<file path="config.mk">
export PLATFORM = sky130hd
export DESIGN_NAME = fwft_out_stage
export DESIGN_NICKNAME = d
export VERILOG_FILES = /design/src/rtl/fwft_pkg.sv /design/src/rtl/fwft_delay_line.sv /design/src/rtl/fwft_out_slot.sv /design/src/rtl/fwft_level_flags.sv /design/src/rtl/fwft_out_stage.sv
export SDC_FILE = /design/constraint.sdc
export NUM_CORES = 1
export LEC_CHECK = 0
export ABC_AREA = 1
export ABC_CLOCK_PERIOD_IN_PS = 3100
export CORE_MARGIN = 2
export CORE_UTILIZATION = 35
export DETAILED_ROUTE_END_ITERATION = 10
export PLACE_DENSITY_LB_ADDON = 0.25
export SETUP_SLACK_MARGIN = 0.2
export SYNTH_ARGS = -nofsm -noshare
export SYNTH_HDL_FRONTEND = slang
export SYNTH_SLANG_ARGS = --single-unit
export TNS_END_PERCENT = 1
</file>
<file path="constraint.sdc">
create_clock -name clk -period 3.1 [get_ports clk]
set_input_delay 0.93 -clock clk [delete_from_list [all_inputs] [get_ports clk]]
set_output_delay 0.93 -clock clk [all_outputs]
set_load 0.01 [all_outputs]
</file>
<file path="src/rtl/fwft_pkg.sv">
package fwft_pkg;

  // Threshold arithmetic for the combined store (inner FIFO plus output slot).
  function automatic logic store_full(int total, int depth);
    return total == depth + 1;
  endfunction

  function automatic logic near_empty(int total, int ofs);
    return total <= ofs + 1;
  endfunction

  function automatic logic past_half(int total, int depth);
    return total >= depth / 2 + 2;
  endfunction

  function automatic logic near_full(int total, int depth, int ofs);
    return total >= depth + 1 - ofs;
  endfunction

endpackage

</file>
<file path="src/rtl/fwft_delay_line.sv">
module fwft_delay_line #(
  parameter int STAGES = 2
) (
  input  logic clk,
  input  logic rst_n,
  input  logic d,
  output logic q
);
  logic [STAGES-1:0] sr;

  generate
    for (genvar i = 0; i < STAGES; i++) begin : g_stage
      if (i == 0) begin : g_head
        always_ff @(posedge clk) begin
          if (!rst_n) sr[0] <= 1'b0;
          else        sr[0] <= d;
        end
      end else begin : g_tail
        always_ff @(posedge clk) begin
          if (!rst_n) sr[i] <= 1'b0;
          else        sr[i] <= sr[i-1];
        end
      end
    end
  endgenerate

  assign q = sr[STAGES-1];
endmodule

</file>
<file path="src/rtl/fwft_out_slot.sv">
module fwft_out_slot #(
  parameter int DW       = 18,
  parameter int CW       = 9,
  parameter int FALL_LAT = 3
) (
  input  logic          clk,
  input  logic          rst_n,
  input  logic [CW-1:0] src_count,
  input  logic [DW-1:0] src_data,
  input  logic          rd_en_n,
  output logic          fetch,
  output logic          consume,
  output logic          valid,
  output logic [DW-1:0] dout
);
  localparam int HL = FALL_LAT - 1;

  logic          nonempty;
  logic [HL-1:0] hist;
  logic          settled;

  assign nonempty = (src_count != '0);

  // Non-empty history: a fetch needs an unbroken run of non-empty edges.
  generate
    for (genvar i = 0; i < HL; i++) begin : g_hist
      if (i == 0) begin : g_first
        always_ff @(posedge clk) begin
          if (!rst_n) hist[0] <= 1'b0;
          else        hist[0] <= nonempty;
        end
      end else begin : g_next
        always_ff @(posedge clk) begin
          if (!rst_n) hist[i] <= 1'b0;
          else        hist[i] <= hist[i-1];
        end
      end
    end
  endgenerate

  assign settled = nonempty & (&hist);
  assign consume = valid & ~rd_en_n;
  assign fetch   = settled & (~valid | consume);

  always_ff @(posedge clk) begin
    if (!rst_n) begin
      valid <= 1'b0;
      dout  <= '0;
    end else if (fetch) begin
      valid <= 1'b1;
      dout  <= src_data;
    end else if (consume) begin
      valid <= 1'b0;
    end
  end
endmodule

</file>
<file path="src/rtl/fwft_level_flags.sv">
module fwft_level_flags
  import fwft_pkg::*;
#(
  parameter int DEPTH  = 256,
  parameter int AE_OFS = 127,
  parameter int AF_OFS = 127,
  parameter int TW     = 9
) (
  input  logic [TW-1:0] total,
  output logic          full_now,
  output logic          pae_n,
  output logic          hf_n,
  output logic          paf_n
);
  int tot_i;

  always_comb begin
    tot_i    = int'(total);
    full_now = store_full(tot_i, DEPTH);
    pae_n    = ~near_empty(tot_i, AE_OFS);
    hf_n     = ~past_half(tot_i, DEPTH);
    paf_n    = ~near_full(tot_i, DEPTH, AF_OFS);
  end
endmodule

</file>
<file path="src/rtl/fwft_out_stage.sv">
module fwft_out_stage #(
  parameter int DW       = 18,
  parameter int DEPTH    = 256,
  parameter int AE_OFS   = 127,
  parameter int AF_OFS   = 127,
  parameter int FALL_LAT = 3,
  parameter int IR_LAT   = 2,
  localparam int CW      = $clog2(DEPTH + 1),
  localparam int TW      = $clog2(DEPTH + 2)
) (
  input  logic          clk,
  input  logic          rst_n,
  input  logic [CW-1:0] src_count,
  input  logic [DW-1:0] src_data,
  output logic          src_rd,
  input  logic          rd_en_n,
  output logic [DW-1:0] dout,
  output logic          out_rdy_n,
  output logic          in_rdy_n,
  output logic          pae_n,
  output logic          hf_n,
  output logic          paf_n
);
  // Named internal events, visible to the bound checker.
  logic          fetch;
  logic          consume;
  logic          slot_valid;
  logic          full_now;
  logic [TW-1:0] total;

  fwft_out_slot #(.DW(DW), .CW(CW), .FALL_LAT(FALL_LAT)) u_slot (
    .clk      (clk),
    .rst_n    (rst_n),
    .src_count(src_count),
    .src_data (src_data),
    .rd_en_n  (rd_en_n),
    .fetch    (fetch),
    .consume  (consume),
    .valid    (slot_valid),
    .dout     (dout)
  );

  assign total = TW'(src_count) + TW'(slot_valid);

  fwft_level_flags #(.DEPTH(DEPTH), .AE_OFS(AE_OFS), .AF_OFS(AF_OFS), .TW(TW)) u_lvl (
    .total   (total),
    .full_now(full_now),
    .pae_n   (pae_n),
    .hf_n    (hf_n),
    .paf_n   (paf_n)
  );

  fwft_delay_line #(.STAGES(IR_LAT)) u_ir (
    .clk  (clk),
    .rst_n(rst_n),
    .d    (full_now),
    .q    (in_rdy_n)
  );

  assign src_rd    = fetch;
  assign out_rdy_n = ~slot_valid;
endmodule

</file>
## Yosys cells after proc, flatten, opt, wreduce, memory -nomap -nowiden

Index checks and enable logic that the tools add are counted.

- Logic and storage cells: 23
- Bits in registers: 23

- Reduce and logical (&&, ||, !) cells: 3
- Bitwise logic cells: 8
- Equal/unequal tests: 1
- $lt $le $gt $ge: 2
- $add $sub $neg: 1
- Muxes and demuxes: 2

Operators with widths:

| kind | count |
|---|---|
| $add 9x1->9 | 1 |
| $eq 9x9->1 const B | 1 |
| $ge 9x8->1 const B | 1 |
| $le 9x8->1 const B | 1 |
| $reduce_bool 9->1 | 1 |
| $not 1->1 | 4 |
| $and 1x1->1 | 3 |
| $mux 1 | 2 |
| $reduce_and 2->1 | 1 |
| $reduce_bool 2->1 | 1 |
| $or 1x1->1 | 1 |

## Longest topological paths before layout

- Depth after elaboration: 5
- Mapped depth: 12
- Mapped depth without buffers: 11

## Hierarchy

From an unflattened synthesis, not the netlist that was laid out.

- Cell total of the unflattened synthesis: 241
- Area, all modules: 1,571.5 um2

By module, submodules not included:

| module | cells an instance | times used | sequential area each (um2) | area an instance (um2) |
|---|---|---|---|---|
| fwft_out_slot | 174 | 1 | 420.4 | 1,213.7 |
| fwft_out_stage | 39 | 1 | 0.0 | 197.7 |
| fwft_level_flags | 22 | 1 | 0.0 | 105.1 |
| fwft_delay_line | 6 | 1 | 40.0 | 55.1 |

## Worst setup path before layout

No wires, ideal clock.

- Path kind: input-to-output
- Start point: input port src_count[0]
- End point: output port paf_n
- Arrival time: 2,147 ps
- Stages: 9
- Setup slack: 23 ps
- Buffers on the path: 1
- Cell sequence: ha_1 -> ha_1 -> or2_2 -> a21oi_1 -> nand3_1 -> nand3_1 -> nand2_1 -> inv_1 -> buf_4

- Cells in the longest elaborated chain, start to end: 3

RTL lines:

| what | RTL line | source |
|---|---|---|
| start, declared | fwft_out_stage.sv:13 | `input logic [CW-1:0] src_count,` |
| $add 9x1->9 | fwft_out_stage.sv:43 | `assign total = TW'(src_count) + TW'(slot_valid);` |
| $ge 9x8->1 | -- |  |
| $not 1->1 | -- |  |
| end, declared | fwft_out_stage.sv:22 | `output logic paf_n` |

Every way passes these cells.

## Final worst setup path

- Start point: input port src_count[0]
- End point: output port pae_n

- Cells in the longest elaborated chain, start to end: 3

RTL lines:

| what | RTL line | source |
|---|---|---|
| $add 9x1->9 | fwft_out_stage.sv:43 |  |
| $le 9x8->1 | fwft_pkg.sv:9 | `return total <= ofs + 1;` |
| $not 1->1 | fwft_level_flags.sv:20 | `pae_n = ~near_empty(tot_i, AE_OFS);` |
| end, declared | fwft_out_stage.sv:20 | `output logic pae_n,` |

Every way passes these cells.

==> qor.yml <==
status: "finished, final reports clean"
cts_root_buf: "clkbuf_4"
combPwrFrac: 0.266
num_vias: 1308
synth_top_cells_by_count: "nor2_1 (37), nand2_1 (34), dfxtp_1 (23), o21ai_0 (20), nor2_2 (13)"
slew_headroom: 0.571
cts_buffer_depth: 2
leakage_uw: 0.000854
worst_slack_ns: 0.0304
cts_tree: "done"
place.gp.congestion: 0.787
critical_path_peak_fanout: 3
fin_skew_ns: 0.00381
vdd_drop_max_mv: 0.331
post_drt_wl_per_cell_um: 10.2
arrival_ns: 2.14
final_core_util: 0.597
netlist_top_cells_area: "dfxtp_1 (38%), nor2_1 (11%), nand2_1 (10%)"
ioPinCount: 54
ys_types: 25
synthArstFlopShare: 0
period_needed_ns: 3.07
rsz0062_at_grt: "yes"
layout-drive-gt1-share: 0.242
ys_seq_area_frac: 0.377
whs_endpoint: "u_ir.q"
grt-ovfl-total: 0
initial_core_util: 0.366
clock_sinks: 23
viasPerCell: 4.51
power.switching_uw: 164
syn_area_um2: 1220
portBuffers: 53
core-area_um2: 3340
drv_slew: 0
antenna_found_initial: 0
fp.dieW_um: 63.1
synth_warnings: 0
hold_class: "flip-flop to flip-flop"
cts-buffers-inserted: 3
htree_levels: 1
post-route-drc-count: 0
syn_to_final_growth_pct: 63.1
totalWireLength_um: 2950
r2r-end: "u_ir.sr[0]"
layout.nets: 278
period_share: 0.990
power.share.sequential: 0.514
synth_seq_cells: 23
max_cap_viol_count: 0
drt_first_pass_iters: 5
grt_pass1_vias: 1197
synth.avg_cell_area_um2: 6.99
synth_edf_count: 0
synth_flop_cell: "dfxtp_1"
critPathKind: "primary input to output port"
p_int_uw: 453
place_ws_ns: -0.841
crit_required_ns: 2.17
synth_nets: 208
hold_start: "u_ir.sr[0]"
start_kind: "primary input"
dieArea_um2: 3980
synth.most_common_cell: "nor2_1"
hpwl_um: 2290
grtUsageTotal: 0.161
critPathCaptureType: "output port"
clk_pin_slew_ns: 0.12
synth_top_area_cell: "dfxtp_1"
grt_max_degree: 23
place_inst: 284
setup_violations: 0
r2r_start: "u_slot.valid"
rows: 21
drt_iter0_markers: 90
ant_nets: 0
worst_pin_slew_ns: 0.641
yosysTopAreaCellShare: 0.377
hold_depth: 2
powerDensity_nw_per_um2: 309
r2r_cells: 10
grt_first_pass_wirelength_um: 5210
syn_inst: 175
fmax_mhz: 326
worst-r2r-setup-slack_ns: 1.51
fp.dieH_um: 63.1
crit_start: "src_count[0]"
antennaDiodeCount: 0
final-hold-violation-count: 0
stdcell_count: 290
clk_latency_ns: 0.30
fillers: 334
switching_share: 0.266
p_clk_frac: 0.219
[state kept, by name, summed over array words and instances, names as in the netlist]
register / count
u_ir.q: 1
u_ir.sr: 1
u_slot.dout: 18
u_slot.hist: 2
u_slot.valid: 1
[layout make-up]
type,count,area (um^2),share of cell area
inverters,13,53.8,0.0270
clock buffers,4,26.3,0.0132
flip-flops and latches,23,460,0.231
repair buffers,72,659,0.331
well taps,46,57.6,0.0289
multi-input cells,132,736,0.369
[layer usage]
metal	track usage	wire length, um	up-vias
li1	-	-	695
met1	0.186	1260	569
met2	0.287	1440	42
met3	0.0607	231	2
met4	0.0250	14	0
met5	0	0	-
[stage by stage]
step                power [uW]   TNS, ns  hold WS [ns]  area (um^2)
finish                     617         0         0.424         1990
global placement           486     -2.71         0.394         1920
floorplan                  396         0         0.390         1270
CTS                        623  -0.00510         0.427         1990
global route               659    -0.235         0.440         1990
detailed placement         486     -2.85         0.400         1920
[repair_timing]
| action | CTS | global route |
|---|---|---|
| hold buffers | 0 | 0 |
| pin swaps | 19 | 7 |
| endpoints found under the setup margin | 4 | 4 |
| hold endpoints to repair | 0 | 0 |
| gates resized for setup | 46 | 4 |
| buffers inserted | 2 | 0 |
[power groups by stage]
stage	Combinational, uW	Clock, uW	Sequential (uW)
after floorplan	66.3	0	330
after global placement	162	0	324
after detailed placement	162	0	324
after CTS	165	141	318
after global routing	182	157	320
final	164	135	317
[cell usage in the layout (no fill, tap or decap), drive strengths merged, types with 3 or more instances in the layout]
master         count
nor2              50
clkdlybuf4s50     41
nand2             35
buf               25
dfxtp             23
o21ai             20
inv               13
nand3             10
clkbuf             5
dlygate4sd2        4
a21oi              3
ha                 3
[worst max path at each step]
| stage | endpoint | slack (ns) | cells after the start |
|---|---|---|---|
| finish | pae_n | 0.03 | 11 |
| detailed placement | hf_n | -0.84 | 12 |
| floorplan | paf_n | 0.21 | 9 |
| global route | pae_n | -0.1 | 11 |
| CTS | pae_n | -0.005 | 11 |
| global placement | paf_n | -0.79 | 10 |
[critical path: stages]
cell	delay (ns)
buf_8	0.10
ha_4	0.15
ha_4	0.16
or2_4	0.24
nand2_2	0.06
nand3_2	0.05
nor2_1	0.09
nand3_1	0.09
nand2_1	0.07
nand2_1	0.04
buf_2	0.13
[cell families (layout without fill, tap and decap cells)]
logic type / count (synthesis) / in the layout / share of synthesized area
simple gates: 102 / 102 / 0.377
compound gates: 25 / 25 / 0.106
flops: 23 / 23 / 0.377
buf+inv: 20 / 89 / 0.0952
fa+ha+maj: 3 / 3 / 0.0307
xor+xnor: 2 / 2 / 0.0143
Power figures use the tool's default switching activity.
